===== src/rtl/alu8_pkg.sv =====
package alu8_pkg;
  typedef enum logic [3:0] {
    OP_ADD = 4'd0,
    OP_ADC = 4'd1,
    OP_SUB = 4'd2,
    OP_SBB = 4'd3,
    OP_AND = 4'd4,
    OP_OR  = 4'd5,
    OP_XOR = 4'd6,
    OP_CMP = 4'd7,
    OP_INC = 4'd8,
    OP_DEC = 4'd9
  } alu_op_e;

  localparam int FLG_CY = 0;
  localparam int FLG_P  = 1;
  localparam int FLG_AC = 2;
  localparam int FLG_Z  = 3;
  localparam int FLG_S  = 4;
  localparam int FLG_W  = 5;
endpackage


===== src/rtl/alu8_adder.sv =====
module alu8_adder #(
  parameter int W   = 8,
  parameter int NIB = 4
) (
  input  logic [W-1:0] a,
  input  logic [W-1:0] b,
  input  logic         cin,
  output logic [W-1:0] sum,
  output logic         c_nib,
  output logic         c_out
);
  localparam int HW = W - NIB;

  logic [NIB:0] lo;
  logic [HW:0]  hi;

  assign lo    = {1'b0, a[NIB-1:0]} + {1'b0, b[NIB-1:0]} + {{NIB{1'b0}}, cin};
  assign hi    = {1'b0, a[W-1:NIB]} + {1'b0, b[W-1:NIB]} + {{HW{1'b0}}, lo[NIB]};
  assign sum   = {hi[HW-1:0], lo[NIB-1:0]};
  assign c_nib = lo[NIB];
  assign c_out = hi[HW];
endmodule


===== src/rtl/alu8_logic.sv =====
module alu8_logic #(
  parameter int W = 8
) (
  input  logic [1:0]   sel,
  input  logic [W-1:0] a,
  input  logic [W-1:0] b,
  output logic [W-1:0] y
);
  for (genvar i = 0; i < W; i++) begin : g_bit
    always_comb begin
      case (sel)
        2'd0:    y[i] = a[i] & b[i];
        2'd1:    y[i] = a[i] | b[i];
        default: y[i] = a[i] ^ b[i];
      endcase
    end
  end
endmodule


===== src/rtl/alu8_flagreg.sv =====
module alu8_flagreg #(
  parameter int FW = 5
) (
  input  logic          clk,
  input  logic          rst_n,
  input  logic          we,
  input  logic [FW-1:0] d,
  output logic [FW-1:0] q
);
  always_ff @(posedge clk or negedge rst_n) begin
    if (!rst_n)  q <= '0;
    else if (we) q <= d;
  end
endmodule


===== src/rtl/alu8_flags.sv =====
module alu8_flags
  import alu8_pkg::*;
#(
  parameter int WIDTH = 8,
  parameter int NIB   = 4
) (
  input  logic             clk,
  input  logic             rst_n,
  input  logic [3:0]       op_i,
  input  logic [WIDTH-1:0] acc_i,
  input  logic [WIDTH-1:0] opnd_i,
  input  logic             flag_we_i,
  output logic [WIDTH-1:0] res_o,
  output logic             wb_en_o,
  output logic [FLG_W-1:0] flags_o
);
  logic [WIDTH-1:0] add_a, add_b, add_sum, lres;
  logic             add_cin, c_nib, c_out;
  logic [1:0]       lsel;
  logic             is_sub, is_logic, is_step, op_ok;
  logic             cy_q;
  logic [FLG_W-1:0] fl_next;

  assign cy_q = flags_o[FLG_CY];

  always_comb begin
    add_a    = acc_i;
    add_b    = opnd_i;
    add_cin  = 1'b0;
    lsel     = 2'd0;
    is_sub   = 1'b0;
    is_logic = 1'b0;
    is_step  = 1'b0;
    op_ok    = 1'b1;
    case (op_i)
      OP_ADD: ;
      OP_ADC: add_cin = cy_q;
      OP_SUB, OP_CMP: begin
        add_b   = ~opnd_i;
        add_cin = 1'b1;
        is_sub  = 1'b1;
      end
      OP_SBB: begin
        add_b   = ~opnd_i;
        add_cin = ~cy_q;
        is_sub  = 1'b1;
      end
      OP_AND: is_logic = 1'b1;
      OP_OR: begin
        is_logic = 1'b1;
        lsel     = 2'd1;
      end
      OP_XOR: begin
        is_logic = 1'b1;
        lsel     = 2'd2;
      end
      OP_INC: begin
        add_a   = opnd_i;
        add_b   = '0;
        add_cin = 1'b1;
        is_step = 1'b1;
      end
      OP_DEC: begin
        add_a   = opnd_i;
        add_b   = '1;
        is_step = 1'b1;
      end
      default: op_ok = 1'b0;
    endcase
  end

  alu8_adder #(.W(WIDTH), .NIB(NIB)) u_add (
    .a(add_a), .b(add_b), .cin(add_cin),
    .sum(add_sum), .c_nib(c_nib), .c_out(c_out)
  );

  alu8_logic #(.W(WIDTH)) u_log (
    .sel(lsel), .a(acc_i), .b(opnd_i), .y(lres)
  );

  assign res_o   = is_logic ? lres : (op_ok ? add_sum : acc_i);
  assign wb_en_o = op_ok && (op_i != OP_CMP);

  always_comb begin
    fl_next          = '0;
    fl_next[FLG_S]   = res_o[WIDTH-1];
    fl_next[FLG_Z]   = (res_o == '0);
    fl_next[FLG_P]   = ~^res_o;
    fl_next[FLG_AC]  = is_logic ? 1'b0 : c_nib;
    if (is_step)       fl_next[FLG_CY] = cy_q;
    else if (is_logic) fl_next[FLG_CY] = 1'b0;
    else               fl_next[FLG_CY] = is_sub ? ~c_out : c_out;
  end

  alu8_flagreg #(.FW(FLG_W)) u_freg (
    .clk(clk), .rst_n(rst_n), .we(flag_we_i && op_ok),
    .d(fl_next), .q(flags_o)
  );
endmodule


===== config.mk =====
export PLATFORM = sky130hd
export DESIGN_NAME = alu8_flags
export DESIGN_NICKNAME = d
export VERILOG_FILES = /design/src/rtl/alu8_pkg.sv /design/src/rtl/alu8_adder.sv /design/src/rtl/alu8_logic.sv /design/src/rtl/alu8_flagreg.sv /design/src/rtl/alu8_flags.sv
export SDC_FILE = /design/constraint.sdc
export NUM_CORES = 1
export LEC_CHECK = 0
export ABC_AREA = 1
export ABC_CLOCK_PERIOD_IN_PS = 3700
export BUFFER_PORTS_ARGS = -buffer_cell sky130_fd_sc_hd__buf_2
export CORE_MARGIN = 8
export CORE_UTILIZATION = 51
export DETAILED_ROUTE_END_ITERATION = 8
export PLACE_DENSITY = 0.85
export SLEW_MARGIN = 40
export SYNTH_ARGS = -nofsm -noshare
export SYNTH_HDL_FRONTEND = slang
export SYNTH_HIERARCHICAL = 1
export SYNTH_SLANG_ARGS = --single-unit

===== constraint.sdc =====
create_clock -name clk -period 3.7 [get_ports clk]
set_clock_uncertainty 0.2 [all_clocks]
set_input_delay 0.185 -clock clk [delete_from_list [all_inputs] [get_ports clk]]
set_output_delay 0.185 -clock clk [all_outputs]
set_load 0.1 [all_outputs]

Yosys cells after proc, flatten, opt, wreduce, memory -nomap -nowiden
Index checks and enable logic that the tools add are counted.
{"block": "totals", "reg_bits": 5, "input_bits": 23, "out_inout_bits": 14, "wordCells": 78}
{"block": "op_classes", "addsub": 4, "eq_ne": 11, "mux": 21, "n_bitwise": 28, "n_reduce_logical": 12}
{"cell": "8-bit 2-to-1 mux", "n": 3}
{"cell": "8-bit case mux with 3 select lines", "n": 1}
{"cell": "4-bit by 3-bit == test with 1-bit output, second input constant", "n": 4}
{"cell": "1-bit case mux with 2 select lines", "n": 8}
{"cell": "4-bit by 4-bit adder with 5-bit output", "n": 2}
{"cell": "5-bit by 1-bit adder with 5-bit output", "n": 2}
{"cell": "10-bit OR reduction", "n": 1}
{"cell": "3-bit OR reduction", "n": 3}
{"cell": "1-bit bitwise AND", "n": 8}
{"cell": "4-bit by 2-bit == test with 1-bit output, second input constant", "n": 2}
{"cell": "4-bit == test, second input constant", "n": 2}
{"cell": "8-bit zero test", "n": 1}
{"cell": "8-bit NOT", "n": 1}
{"cell": "1-bit bitwise OR", "n": 8}
{"cell": "8-bit XNOR reduction", "n": 1}
{"cell": "1-bit bitwise XOR", "n": 8}
{"cell": "1-bit 2-to-1 mux", "n": 7}
{"cell": "4-bit by 1-bit == test with 1-bit output, second input constant", "n": 1}
{"cell": "4-bit zero test", "n": 1}
{"cell": "4-bit by 3-bit != test with 1-bit output, second input constant", "n": 1}
{"cell": "2-bit case mux with 2 select lines", "n": 1}
{"cell": "1-bit NOT", "n": 3}
{"cell": "1-bit case mux with 3 select lines", "n": 1}
{"cell": "2-bit by 1-bit == test with 1-bit output, second input constant", "n": 1}
{"cell": "other kinds (4)", "n": 5}

Longest topological paths before layout
Gate-level depths: netlist of run 1.
{"block": "logic_depth", "word_depth": 9, "depth_mapped": 27, "mapped_depth_nobuf": 26}

By module
Netlist of run 1, hierarchy kept.
{"mod": "alu8_flags", "instances": 1, "cells_per_inst": 171, "area_per_inst_um2": 862.1, "seq_area_each_um2": 0.0}
{"mod": "alu8_logic", "instances": 1, "cells_per_inst": 68, "area_per_inst_um2": 506.7, "seq_area_each_um2": 0.0}
{"mod": "alu8_adder", "instances": 1, "cells_per_inst": 41, "area_per_inst_um2": 299.0, "seq_area_each_um2": 0.0}
{"mod": "alu8_flagreg", "instances": 1, "cells_per_inst": 21, "area_per_inst_um2": 185.2, "seq_area_each_um2": 125.1}

Least setup slack after synthesis of run 1
Ideal clock, no wire load.
{"block": "synth_path", "kind": "register -> register", "startpoint": "reg u_freg.q[0]", "endpoint": "reg u_freg.q[1]", "setup_ns": 0.067, "arrival_ns": 3.917, "required_ns": 3.433, "path_slack_ns": -0.484, "stages_incl_launch_ff": 21, "n_path_buf": 0, "synth_period_minus_slack_ns": 4.184, "path_cell_list": "dfrtp_1 a21oi_1 o211ai_1 inv_1 fa_1 inv_1 fa_1 a21oi_1 o21bai_1 fa_1 inv_1 fa_1 xnor2_1 nand2_1 nand2_1 a21oi_1 ha_1 xnor2_1 xnor2_1 nand2_1 nand2_1"}
{"block": "synth_via", "elab_chain_len": 7}
{"element": "from (decl)", "line": "alu8_flagreg.sv:8", "text": "output logic [FW-1:0] q"}
{"element": "from (signal assigned)", "line": "alu8_flagreg.sv:11", "text": "if (!rst_n) q <= '0;"}
{"element": "from (signal assigned)", "line": "alu8_flagreg.sv:12", "text": "else if (we) q <= d;"}
{"element": "1-bit NOT", "line": "alu8_flags.sv:45", "text": "add_cin = ~cy_q;"}
{"element": "1-bit case mux with 3 select lines *", "line": "alu8_flags.sv:35", "text": "case (op_i)"}
{"element": "via add_cin", "line": "alu8_flags.sv:18", "text": "logic add_cin, c_nib, c_out;"}
{"element": "5-bit by 1-bit adder with 5-bit output *", "line": "alu8_adder.sv:17", "text": "assign lo = {1'b0, a[NIB-1:0]} + {1'b0, b[NIB-1:0]} + {{NIB{1'b0}}, cin};"}
{"element": "via c_nib", "line": "alu8_flags.sv:18"}
{"element": "5-bit by 1-bit adder with 5-bit output *", "line": "alu8_adder.sv:18", "text": "assign hi = {1'b0, a[W-1:NIB]} + {1'b0, b[W-1:NIB]} + {{HW{1'b0}}, lo[NIB]};"}
{"element": "via add_sum[6]", "line": "alu8_flags.sv:17", "text": "logic [WIDTH-1:0] add_a, add_b, add_sum, lres;"}
{"element": "8-bit 2-to-1 mux * (2 in series)", "line": "alu8_flags.sv:81", "text": "assign res_o = is_logic ? lres : (op_ok ? add_sum : acc_i);"}
{"element": "8-bit XNOR reduction *", "line": "alu8_flags.sv:88", "text": "fl_next[FLG_P] = ~^res_o;"}
{"element": "via fl_next[1]", "line": "alu8_flags.sv:22", "text": "logic [FLG_W-1:0] fl_next;"}
The timed path passes the listed nets; every way through them passes the cells marked *.
A chain may end at the register's enable or synchronous reset.

Final worst setup path of run 1
{"block": "layout_path", "startpoint": "reg u_freg.q[0]", "endpoint": "out res_o[5]"}
{"block": "layout_via", "elab_chain_len": 6}
{"element": "1-bit NOT", "line": "alu8_flags.sv:45"}
{"element": "1-bit case mux with 3 select lines *", "line": "alu8_flags.sv:35"}
{"element": "via add_cin", "line": "alu8_flags.sv:18"}
{"element": "5-bit by 1-bit adder with 5-bit output *", "line": "alu8_adder.sv:17"}
{"element": "via c_nib", "line": "alu8_flags.sv:18"}
{"element": "5-bit by 1-bit adder with 5-bit output *", "line": "alu8_adder.sv:18"}
{"element": "via add_sum[5]", "line": "alu8_flags.sv:17"}
{"element": "8-bit 2-to-1 mux * (2 in series)", "line": "alu8_flags.sv:81"}
{"element": "to (decl)", "line": "alu8_flags.sv:13", "text": "output logic [WIDTH-1:0] res_o,"}
Marks and branches as above.

==> results of run 1 <==
## power by group through the flow
stage | Sequential, W | Combinational [W] | Clock (W)
after floorplan | 0.000170 | 0.000417 | 0
after global placement | 0.0000766 | 0.000672 | 0
after detailed placement | 0.0000780 | 0.000685 | 0
after CTS | 0.0000781 | 0.000723 | 0.0000626
after global routing | 0.0000798 | 0.000804 | 0.0000679
final | 0.0000779 | 0.000750 | 0.0000630
## worst register-to-register path, stage by stage, from the launching register on
cell      delay (ns)
dfrtp_4         0.50
a21oi_2         0.12
o211ai_1        0.09
inv_1           0.09
fa_2            0.20
inv_2           0.05
fa_2            0.35
a21oi_2         0.14
o21bai_2        0.08
fa_2            0.36
inv_2           0.07
fa_2            0.44
inv_2           0.07
nand2_2         0.06
nand2_2         0.14
a21oi_2         0.06
ha_1            0.30
xnor2_1         0.17
xnor2_1         0.13
nand2_1         0.07
nand2_1         0.07
## timing repair
item / CTS / global route
setup endpoints to repair: 3 / 5
pin swaps: 16 / 10
gates resized for setup: 12 / 5
buffers inserted: 9 / 2
hold buffers: 1 / 0
endpoints found under the hold margin: 5 / 0
## metal layers
layer,wire length [µm],share of wire (%)
met1,2180,39
met2,2890,52
met3,346,6.2
met4,147,2.6
met5,0,0
## through the flow
stage / utilization, % / cells / TNS, ns
global placement: 62.9 / 401 / -0.175
global route: 67.6 / 417 / -0.745
floorplan: - / 301 / -0.129
CTS: 66.7 / 415 / -0.437
detailed placement: 62.9 / 401 / -0.343
finish: 67.6 / 417 / -0.322
## placed cells by master, fill, tap and decap left out, types with 3 or more instances in the layout
| master | n |
|---|---|
| a21oi_1 | 10 |
| a21oi_2 | 3 |
| buf_12 | 4 |
| buf_2 | 32 |
| buf_4 | 36 |
| clkbuf_4 | 3 |
| dfrtp_1 | 4 |
| fa_2 | 4 |
| ha_1 | 26 |
| inv_1 | 48 |
| inv_2 | 7 |
| nand2_1 | 93 |
| nand2_2 | 7 |
| nand3_1 | 14 |
| nand3_2 | 9 |
| nand3b_1 | 9 |
| nand4_1 | 8 |
| nor2_1 | 17 |
| o21ai_0 | 8 |
| o21ai_2 | 8 |
| xnor2_1 | 3 |
## logic make-up (layout without fill, tap and decap cells)
group                      after synthesis  after routing
DFF                                      5              5
AOI/OAI and AO/OA                       33             33
xor gates and xnor gates                 5              5
adders and majority gates               30             30
buffers and inverters                   65            133
and+or+nand+nor                        163            163
## worst max-delay path by stage
stage / from / to / cells past startpoint
after floorplan: u_freg/q[0] / u_freg/q[1] / 21
after global placement: op_i[2] / u_freg/q[1] / 22
after detailed placement: op_i[2] / u_freg/q[1] / 25
after CTS: u_freg/q[0] / u_freg/q[1] / 20
after global routing: u_freg/q[0] / u_freg/q[1] / 21
final: u_freg/q[0] / res_o[5] / 18
## area by class of cell
class / count / area [µm²]
Clock buffer: 4 / 26.3
Inverter: 55 / 206
Fill cell: 284 / 1160
Multi-Input combinational cell: 231 / 1470
Timing Repair Buffer: 74 / 532
Sequential cell: 5 / 129
Tap cell: 48 / 60.1
==> results by group, run 1 <==
Worst setup path
  • Critical-path cell list: a21oi_2 > o211ai_1 > inv_1 > fa_2 > inv_2 > fa_2 > a21oi_2 > o21bai_2 > fa_2 > inv_2 > fa_2 > inv_2 > nand2_2 > nand2_2 > buf_6 > nand2_1 > o21ai_2 > buf_12
  • Required time of the critical path: 3.31 ns
  • CP peak stage delay: 0.50 ns
  • Worst reg2reg path depth: 20
  • Reg2reg start: u_freg/q[0]
  • Crit path max-delay family: adder cells
  • Worst r2r dst: u_freg/q[1]
  • Worst path arrival time: 3.45 ns
  • Worst Path Max Fanout: 3
  • Most common cell type on the critical path: fa_2
  • CP max-delay cell: dfrtp_4
  • Setup crit start kind: flop
  • Crit Path Class: flop to primary output
  • Reg2reg setup slack: -0.11 ns
  • CP Capture Type: primary output
  • Worst path bufs/invs: 6

Pwr
  • Overall power: 0.000891 W
  • Int Pwr: 0.000367 W
  • Logic pwr share: 84.2%
  • Part of the power in the clock network: 7.1%
  • Pwr dens: 368 nW/µm²
  • Sw Ratio: 58.8%
  • Worst vdd ir: 0.124 mV
  • Leakage: 1.45 nW
  • Sequential power share: 8.7%
  • Switching power: 0.000524 W

Floorplan
  • FP Rows: 22
  • Starting Density: 51.8%
  • Die Width: 76.3 µm
  • Ports: 37
  • Die area: 5820 µm²
  • Die height: 76.3 µm
  • Core area: 3580 µm²

Global route
  • Global-route wire length before repair: 9.38 mm
  • Met3 global-route usage: 1.89%
  • GR peak layer: met2
  • Overflow after GRT: 0
  • M2 GR Usage: 34.8%
  • Largest net degree at the start of global routing: 33
  • Initial antenna violation count: 0
  • GRT Total Usage: 18.6%
  • Vias in the first global route: 2046
  • Met1 usage: 21.4%

Synth
  • Number of flops mapped to enable cells by yosys: 0
  • Sequential area share after synthesis: 6.75%
  • Largest area contributor in the netlist: nand2_1
  • Top_reg_cell synth: dfrtp_1
  • Top-count cell post-synth: nand2_1
  • Largest family of logic cells by synthesized area: simple AND/OR/NAND/NOR gates
  • Post-Syn Instances: 301
  • Post-synth top area share: 19.4%
  • Yosys cell types: 26
  • Synth Area in XOR/XNOR: 2.36%
  • Yosys reg bits: 5
  • Simple-gate share of the synthesized area: 41.6%
  • Multiplexer share of the synthesized area: 0%
  • Post-synthesis cell area: 1850 µm²
  • Synthesized area per cell: 6.16 µm²
  • Syn Nets: 354
  • Post-synthesis adder-cell area fraction: 21.9%
  • Synth async-reset ratio: 100%
  • Yosys Warn Count: 6
  • Main area contributors after synthesis: nand2_1 19%, ha_1 18%, inv_1 10%
  • Commonest cells in the netlist: 96 x nand2_1, 51 x inv_1, 26 x ha_1
  • Compound-gate portion of the synthesized area: 10.8%

Placement
  • Placed standard-cell area: 2250 µm²
  • Placement Setup Slack: -0.295 ns
  • Final RePlAce weighted congestion: 1.03
  • HPWL Detailed: 4.21 mm
  • PortBufs: 36

Run
  • Number of max-cap violations: 0

Clock network
  • CTS tree: yes
  • CTS Sinks: 5
  • Clk buf depth: 2
  • H-tree depth: 1
  • Clock buffer count from CTS: 3
  • CTS clk-pin slew, worst paths: 0.04 ns
  • Root buffer cell: clkbuf_4
  • Clk_lat worst skew: 0.24 ns

Run status
  • Failing checks: setup timing
  • Outcome: complete, but fails checks

Timing
  • Max-slew violations: 0
  • Fmax: 0.261 GHz
  • Slew @ Worst Pin: 0.748 ns
  • Worst hold margin: 0.0825 ns
  • Period minus WS final: 3.83 ns
  • Final setup viols: 3
  • Period utilization: 104%
  • Unrepaired setup endpoints after global routing: yes
  • Final worst setup slack: -0.131 ns
  • Relative slew slack: 49.8%
  • Final hold violations: 0

Final layout
  • Max FFs per register: 5
  • Share of layout cells above drive strength 1: 32.5%
  • Post-route cell area: 2420 µm²
  • Largest regs: u_freg/q: 5 flops
  • Synth-to-Final Area Change: 30.5%
  • Final Net Count: 423
  • Number of inserted diodes: 0
  • Top reg by flops: u_freg/q

Hold path
  • Hold Path Class: input pin to asynchronous set/reset pin

Detailed routing
  • Via density: 5.12
  • WL final: 5.56 mm
  • Wire length per cell: 13.3 µm
  • DR vias: 2136
  • Post-route antenna net violation count: 0
  • # DRC: 0
  • Drt first pass iters: 4
  • First DRT Iteration DRCs: 158
Note: power is estimated with default switching activity, not from simulation.
==> inputs of run 2 (changes only) <==
- BUFFER_PORTS_ARGS: -buffer_cell sky130_fd_sc_hd__buf_2 -> unset
- CORE_UTILIZATION: 51 -> 55
- DONT_BUFFER_PORTS: unset -> 1
- PLACE_DENSITY: 0.85 -> 0.8
- SLEW_MARGIN: 40 -> 25
==> run 2 against run 1 <==
Against the previous run:
- the flow still finishes with violations (setup timing)
- cell area down 8.3%
- final cell count is 11% lower
- sequential cell count unchanged
- fmax decreased by 1.8%
- non-clock buffer count fell by 42
- critical path type is now flop to flop
==> results by group, run 2 (same netlist as run 1, synthesis figures left out) <==
Final layout
  • Max FFs per register: 5 (unchanged)
  • Top reg by flops: u_freg/q (unchanged)
  • Post-route cell area: 2220 µm² (was 2420 µm²)
  • Commonest non-fill, non-tap cell in the layout: nand2_1 (unchanged)
  • Final Net Count: 381 (was 423)
  • Most frequent cells in the layout: 89 x nand2_1, 48 x inv_1, 27 x buf_4 (was 93 x nand2_1, 48 x inv_1, 36 x buf_4)
  • Synth-to-Final Area Change: 19.7% (was 30.5%)
  • Share of layout cells above drive strength 1: 26.9% (was 32.5%)
  • Number of inserted diodes: 0 (unchanged)
  • Fin cells: 373 (was 417)
  • Largest regs: u_freg/q: 5 flops (unchanged)

Timing
  • Final worst setup slack: -0.199 ns (was -0.131 ns)
  • Final setup viols: 3 (unchanged)
  • Final hold violations: 0 (unchanged)
  • Slew @ Worst Pin: 0.910 ns (was 0.748 ns)
  • Unrepaired setup endpoints after global routing: yes (unchanged)
  • Worst hold margin: 0.0288 ns (was 0.0825 ns)
  • Fmax: 0.256 GHz (was 0.261 GHz)
  • Period minus WS final: 3.90 ns (was 3.83 ns)
  • Period utilization: 105% (was 104%)
  • Max-slew violations: 0 (unchanged)
  • Relative slew slack: 39.3% (was 49.8%)

Global route
  • Overflow after GRT: 0 (unchanged)
  • Vias in the first global route: 1794 (was 2046)
  • Initial antenna violation count: 0 (unchanged)
  • Global-route wire length before repair: 7.90 mm (was 9.38 mm)
  • GRT Total Usage: 17.7% (was 18.6%)
  • Largest net degree at the start of global routing: 33 (unchanged)

Floorplan
  • Die area: 5480 µm² (was 5820 µm²)
  • Die Width: 74.0 µm (was 76.3 µm)
  • Core area: 3280 µm² (was 3580 µm²)
  • Starting Density: 56.4% (was 51.8%)
  • FP Rows: 21 (was 22)
  • Ports: 37 (unchanged)
  • Die height: 74.0 µm (was 76.3 µm)

Pwr
  • Worst vdd ir: 0.158 mV (was 0.124 mV)
  • Leakage: 1.28 nW (was 1.45 nW)
  • Pwr dens: 382 nW/µm² (was 368 nW/µm²)
  • Overall power: 0.000847 W (was 0.000891 W)

Worst setup path
  • CP peak stage delay: 0.49 ns (was 0.50 ns)
  • Most common cell type on the critical path: fa_2 (unchanged)
  • Worst path arrival time: 3.83 ns (was 3.45 ns)
  • CP Capture Type: flop (was primary output)
  • Crit Path Class: flop to flop (was flop to primary output)
  • Reg2reg setup slack: -0.20 ns (was -0.11 ns)
  • Critical-path cell list: a21oi_2 > o211ai_1 > inv_1 > fa_2 > inv_2 > fa_2 > a21oi_2 > o21bai_2 > fa_2 > inv_2 > fa_2 > inv_2 > nand2_1 > nand2_2 > a21oi_2 > ha_1 > xnor2_2 > xnor2_1 > nand2_1 > nand2_1 (was a21oi_2 > o211ai_1 > inv_1 > fa_2 > inv_2 > fa_2 > a21oi_2 > o21bai_2 > fa_2 > inv_2 > fa_2 > inv_2 > nand2_2 > nand2_2 > buf_6 > nand2_1 > o21ai_2 > buf_12)
  • Required time of the critical path: 3.63 ns (was 3.31 ns)
  • Setup crit start kind: flop (unchanged)
  • CP max-delay cell: dfrtp_4 (unchanged)
  • Worst Path Max Fanout: 3 (unchanged)

Clock network
  • CTS Sinks: 5 (unchanged)
  • Root buffer cell: clkbuf_4 (unchanged)
  • H-tree depth: 1 (unchanged)
  • Clock buffer count from CTS: 3 (unchanged)
  • Clk buf depth: 2 (unchanged)
  • CTS clk-pin slew, worst paths: 0.05 ns (was 0.04 ns)
  • Clk_lat worst skew: 0.25 ns (was 0.24 ns)
  • CTS tree: yes (unchanged)

Run status
  • Outcome: complete, but fails checks (unchanged)
  • Failing checks: setup timing (unchanged)

Placement
  • Placement Setup Slack: -0.250 ns (was -0.295 ns)
  • Placed standard-cell area: 2080 µm² (was 2250 µm²)
  • Cells after DPL: 364 (was 401)
  • PortBufs: 0 (was 36)
  • Final RePlAce weighted congestion: 0.890 (was 1.03)
  • HPWL Detailed: 3.92 mm (was 4.21 mm)

Run
  • Number of max-cap violations: 0 (unchanged)

Detailed routing
  • DR vias: 1959 (was 2136)
  • WL final: 4.94 mm (was 5.56 mm)
  • Via density: 5.25 (was 5.12)
  • Drt first pass iters: 6 (was 4)
  • # DRC: 0 (unchanged)
  • Post-route antenna net violation count: 0 (unchanged)
  • First DRT Iteration DRCs: 117 (was 158)
  • Wire length per cell: 13.2 µm (was 13.3 µm)

Hold path
  • Hold Path Class: input pin to flop (was input pin to asynchronous set/reset pin)
## run 2: cell types whose count changed in the layout (fill, tap and decap cells not counted), moves of 2 or more
cell,previous run,this run
buf_4,36,27
nand2_1,93,89
a21oi_2,3,5
buf_2,32,0
a21oi_1,10,7
nand2_2,7,11
## run 2: metal layers
metal	track usage, %	vias up	part of all wire (%)
met2	32.5	62	51
met5	0	-	0
met3	1.35	6	6.6
met4	3.33	0	0.93
met1	21.7	891	41
li1	-	1000	-
## run 2: per-stage QoR
step / TNS (ns) / utilization [%]
floorplan: -0.129 / -
global placement: -0.148 / 63.1
detailed placement: -0.250 / 63.4
CTS: -0.510 / 66.4
global route: -1.10 / 67.5
finish: -0.548 / 67.5
## run 2: repair_timing
action,CTS,global route
hold buffers,1,0
buffers inserted,4,0
hold endpoints to repair,5,0
gates resized for setup,13,11
pin swaps,16,16
setup endpoints to repair,4,5
## run 2: path summary, 6_finish.rpt
path / from / to / cells after the start
worst max-delay path: u_freg/q[0] / u_freg/q[1] / 20
worst min-delay path: flag_we_i / u_freg/q[1] / 4
worst max register to register: u_freg/q[0] / u_freg/q[1] / 20
worst min register to register: u_freg/q[0] / u_freg/q[0] / 3
max in group asynchronous: rst_n / u_freg/q[0] / 1
min in group asynchronous: rst_n / u_freg/q[3] / 1
## run 2: cell type report
cell class                      instances  area (µm²)
Sequential cell                         5         129
Clock buffer                            4        26.3
Inverter                               55         206
Timing Repair Buffer                   32         293
Fill cell                             265        1070
Tap cell                               46        57.6
Multi-Input combinational cell        231        1510
## run 2: report_power, final
group	switching (W)	internal (W)
clock network	0.0000259	0.0000410
logic	0.000392	0.000234
registers	0.0000872	0.0000674
total	0.000505	0.000342
## run 2: worst max-delay path: cells and delay by family (launching register included)
kind            cells  cell delay, ns
fa+ha+maj           5            1.69
compound gates      5            0.58
flops               1            0.49
simple gates        4            0.30
buf+inv             4            0.26
xor+xnor            2            0.26
==> inputs of run 3 (changes only) <==
- ABC_AREA: 1 -> unset
==> run 3 against run 2 <==
Against the previous run:
- the flow still finishes with violations (setup timing)
- via count shrank 12%
- critical path type unchanged
- non-clock buffer count fell by 3
- clock power grew 2%
- sequential cell count did not move
==> results by group, run 3 <==
Final layout
  • FF/Latch Area: 129 µm² (unchanged)
  • Share of layout cells above drive strength 1: 36.0% (was 26.9%)
  • Number of inserted diodes: 0 (unchanged)
  • Most frequent cells in the layout: 24 x ha_1, 22 x nand2_1, 22 x inv_1 (was 89 x nand2_1, 48 x inv_1, 27 x buf_4)
  • Commonest non-fill, non-tap cell in the layout: ha_1 (was nand2_1)
  • Largest regs: u_freg/q: 5 flops (unchanged)
  • Synth-to-Final Area Change: 24.7% (was 19.7%)
  • Top reg by flops: u_freg/q (unchanged)
  • Max FFs per register: 5 (unchanged)
  • Final Net Count: 293 (was 381)
  • Area occupied by multi-input gates: 1590 µm² (was 1510 µm²)
  • Filler instances: 242 (was 265)

Placement
  • PortBufs: 0 (unchanged)
  • Final RePlAce weighted congestion: 0.953 (was 0.890)
  • HPWL Detailed: 3.87 mm (was 3.92 mm)
  • Placement Setup Slack: -0.479 ns (was -0.250 ns)

Pwr
  • Pwr dens: 416 nW/µm² (was 382 nW/µm²)
  • Int Pwr: 0.000393 W (was 0.000342 W)
  • Part of the power in the clock network: 7.5% (was 7.9%)
  • Leakage: 0.998 nW (was 1.28 nW)
  • Sw Ratio: 57.0% (was 59.6%)
  • Worst vdd ir: 0.242 mV (was 0.158 mV)
  • Sequential power share: 19.2% (was 18.3%)
  • Overall power: 0.000912 W (was 0.000847 W)
  • Switching power: 0.000519 W (was 0.000505 W)
  • Logic pwr share: 73.3% (was 73.8%)

Floorplan
  • Die Width: 72.5 µm (was 74.0 µm)
  • Die height: 72.5 µm (was 74.0 µm)
  • Starting Density: 57.5% (was 56.4%)
  • Die area: 5260 µm² (was 5480 µm²)
  • FP Rows: 20 (was 21)
  • Ports: 37 (unchanged)
  • Core area: 3050 µm² (was 3280 µm²)

Timing
  • Worst hold margin: 0.00998 ns (was 0.0288 ns)
  • Relative slew slack: 38.7% (was 39.3%)
  • Period utilization: 111% (was 105%)
  • Slew @ Worst Pin: 0.919 ns (was 0.910 ns)
  • Fmax: 0.244 GHz (was 0.256 GHz)
  • Final worst setup slack: -0.392 ns (was -0.199 ns)
  • Period minus WS final: 4.09 ns (was 3.90 ns)
  • Setup TNS: -1.39 ns (was -0.548 ns)
  • Final setup viols: 6 (was 3)
  • Max-slew violations: 0 (unchanged)
  • Final hold violations: 0 (unchanged)
  • Unrepaired setup endpoints after global routing: yes (unchanged)

Synth
  • Yosys cell types: 41 (was 26)
  • Post-synthesis cell area: 1760 µm² (was 1850 µm²)
  • Yosys Warn Count: 6 (unchanged)
  • Compound-gate portion of the synthesized area: 24.6% (was 10.8%)
  • Largest family of logic cells by synthesized area: compound AO/OA/AOI/OAI gates (was simple AND/OR/NAND/NOR gates)
  • Yosys reg bits: 5 (unchanged)
  • Sequential area share after synthesis: 7.13% (was 6.75%)
  • Synthesized area per cell: 8.02 µm² (was 6.16 µm²)
  • Post-synthesis adder-cell area fraction: 23.1% (was 21.9%)
  • Top-count cell post-synth: ha_1 (was nand2_1)
  • Top_reg_cell synth: dfrtp_1 (unchanged)
  • Simple-gate share of the synthesized area: 21.4% (was 41.6%)
  • Commonest cells in the netlist: 26 x ha_1, 25 x inv_1, 24 x nand2_1 (was 96 x nand2_1, 51 x inv_1, 26 x ha_1)
  • Main area contributors after synthesis: ha_1 19%, mux2_2 8.3%, dfrtp_1 7.1% (was nand2_1 19%, ha_1 18%, inv_1 10%)
  • Number of flops mapped to enable cells by yosys: 0 (unchanged)
  • Synth async-reset ratio: 100% (unchanged)
  • Synth Area in XOR/XNOR: 3.99% (was 2.36%)
  • Post-synth top area share: 18.5% (was 19.4%)
  • Post-Syn Instances: 219 (was 301)
  • Multiplexer share of the synthesized area: 8.91% (was 0%)
  • Largest area contributor in the netlist: ha_1 (was nand2_1)
  • Syn Nets: 272 (was 354)

Detailed routing
  • # DRC: 0 (unchanged)
  • WL final: 4.96 mm (was 4.94 mm)
  • Drt first pass iters: 4 (was 6)
  • Wire length per cell: 17.5 µm (was 13.2 µm)
  • Via density: 6.07 (was 5.25)
  • DR vias: 1718 (was 1959)
  • First DRT Iteration DRCs: 92 (was 117)
  • Post-route antenna net violation count: 0 (unchanged)

Clock network
  • CTS clk-pin slew, worst paths: 0.05 ns (about the same)
  • CTS tree: yes (unchanged)
  • Root buffer cell: clkbuf_4 (unchanged)
  • CTS Sinks: 5 (unchanged)
  • H-tree depth: 1 (unchanged)
  • Clk_lat worst skew: 0.25 ns (about the same)
  • Clk buf depth: 2 (unchanged)
  • Clock buffer count from CTS: 3 (unchanged)

Worst setup path
  • Worst path arrival time: 4.04 ns (was 3.83 ns)
  • Reg2reg start: u_freg/q[0] (unchanged)
  • Required time of the critical path: 3.64 ns (was 3.63 ns)
  • Crit Path Class: flop to flop (unchanged)
  • Worst r2r dst: u_freg/q[1] (unchanged)
  • Setup crit start: u_freg/q[0] (unchanged)
  • Reg2reg setup slack: -0.39 ns (was -0.20 ns)
  • CP Capture Type: flop (unchanged)
  • Worst Path Max Fanout: 2 (was 3)
  • Setup crit start kind: flop (unchanged)
  • Worst reg2reg path depth: 19 (was 20)
  • CP endpoint: u_freg/q[1] (unchanged)

Run status
  • Failing checks: setup timing (unchanged)
  • Outcome: complete, but fails checks (unchanged)

Hold path
  • Hold Path Class: input pin to asynchronous set/reset pin (was input pin to flop)

Global route
  • Vias in the first global route: 1750 (was 1794)
  • Initial antenna violation count: 0 (unchanged)
  • Global-route wire length before repair: 8.20 mm (was 7.90 mm)
  • Overflow after GRT: 0 (unchanged)
  • GRT Total Usage: 19.5% (was 17.7%)
  • Largest net degree at the start of global routing: 18 (was 33)

Run
  • Number of max-cap violations: 0 (unchanged)
[run 3: routing by layer]
| layer | vias to the layer above | wire, µm | GRT usage [%] |
|---|---|---|---|
| li1 | 806 | - | - |
| met1 | 844 | 1980 | 21.2 |
| met2 | 52 | 2490 | 33.6 |
| met3 | 16 | 303 | 4.41 |
| met4 | 0 | 187 | 11.6 |
| met5 | - | 0 | 0 |
[run 3: worst min path at each step]
| stage | end | slack, ns | cells after the start |
|---|---|---|---|
| after floorplan | u_freg/q[1] | -0.31 | 0 |
| after global placement | u_freg/q[4] | -0.31 | 0 |
| after detailed placement | u_freg/q[1] | -0.31 | 0 |
| after CTS | u_freg/q[1] | 0.01 | 1 |
| after global routing | u_freg/q[4] | 0.02 | 1 |
| final | u_freg/q[1] | 0.01 | 1 |
[run 3: stage by stage]
stage	instance area, µm²	instances	util (%)
global route	2190	283	71.7
floorplan	1870	219	-
CTS	2150	281	70.6
global placement	2090	275	68.5
detailed placement	2100	275	68.7
finish	2190	283	71.7
[run 3: cell type report]
| class | count | share of cell area [%] |
|---|---|---|
| well taps | 44 | 2.51 |
| inverters | 26 | 4.46 |
| clock buffers | 4 | 1.20 |
| flip-flops and latches | 5 | 5.89 |
| multi-input cells | 175 | 72.7 |
| repair buffers | 29 | 13.3 |
[run 3: cells by family (layout without fill, tap and decap cells)]
logic type                 count (synthesis)  in the layout
and+or+nand+nor                           67             67
AOI/OAI and AO/OA                         56             56
buffers and inverters                     39             59
adders and majority gates                 30             30
muxes                                     14             14
xor gates and xnor gates                   8              8
DFF                                        5              5
[run 3: timing repair]
item                                    4_1_cts  5_1_grt
gates resized for setup                       2        4
endpoints found under the setup margin        6        8
setup buffers                                 1        2
hold buffers                                  1        0
pin swaps                                     3        6
hold endpoints to repair                      5        0
[run 3: critical path, cell delays in order, from the launching register on]
cell	delay, ns
dfrtp_4	0.46
nand2_2	0.06
mux2i_1	0.17
o21ai_1	0.07
inv_1	0.09
fa_2	0.21
inv_2	0.04
fa_2	0.38
a21o_2	0.20
a21o_1	0.18
fa_2	0.35
inv_2	0.06
fa_1	0.40
inv_1	0.08
nand2_2	0.06
a31o_4	0.23
ha_4	0.21
xnor2_1	0.18
xnor2_1	0.08
mux2_2	0.26
[run 3: power by group through the flow]
| stage | combinational, W | sequential, W | clock (W) |
|---|---|---|---|
| finish | 0.000669 | 0.000175 | 0.0000683 |
| global route | 0.000705 | 0.000177 | 0.0000747 |
| CTS | 0.000646 | 0.000176 | 0.0000697 |
| detailed placement | 0.000635 | 0.000177 | 0 |
| global placement | 0.000618 | 0.000176 | 0 |
| floorplan | 0.000453 | 0.000203 | 0 |
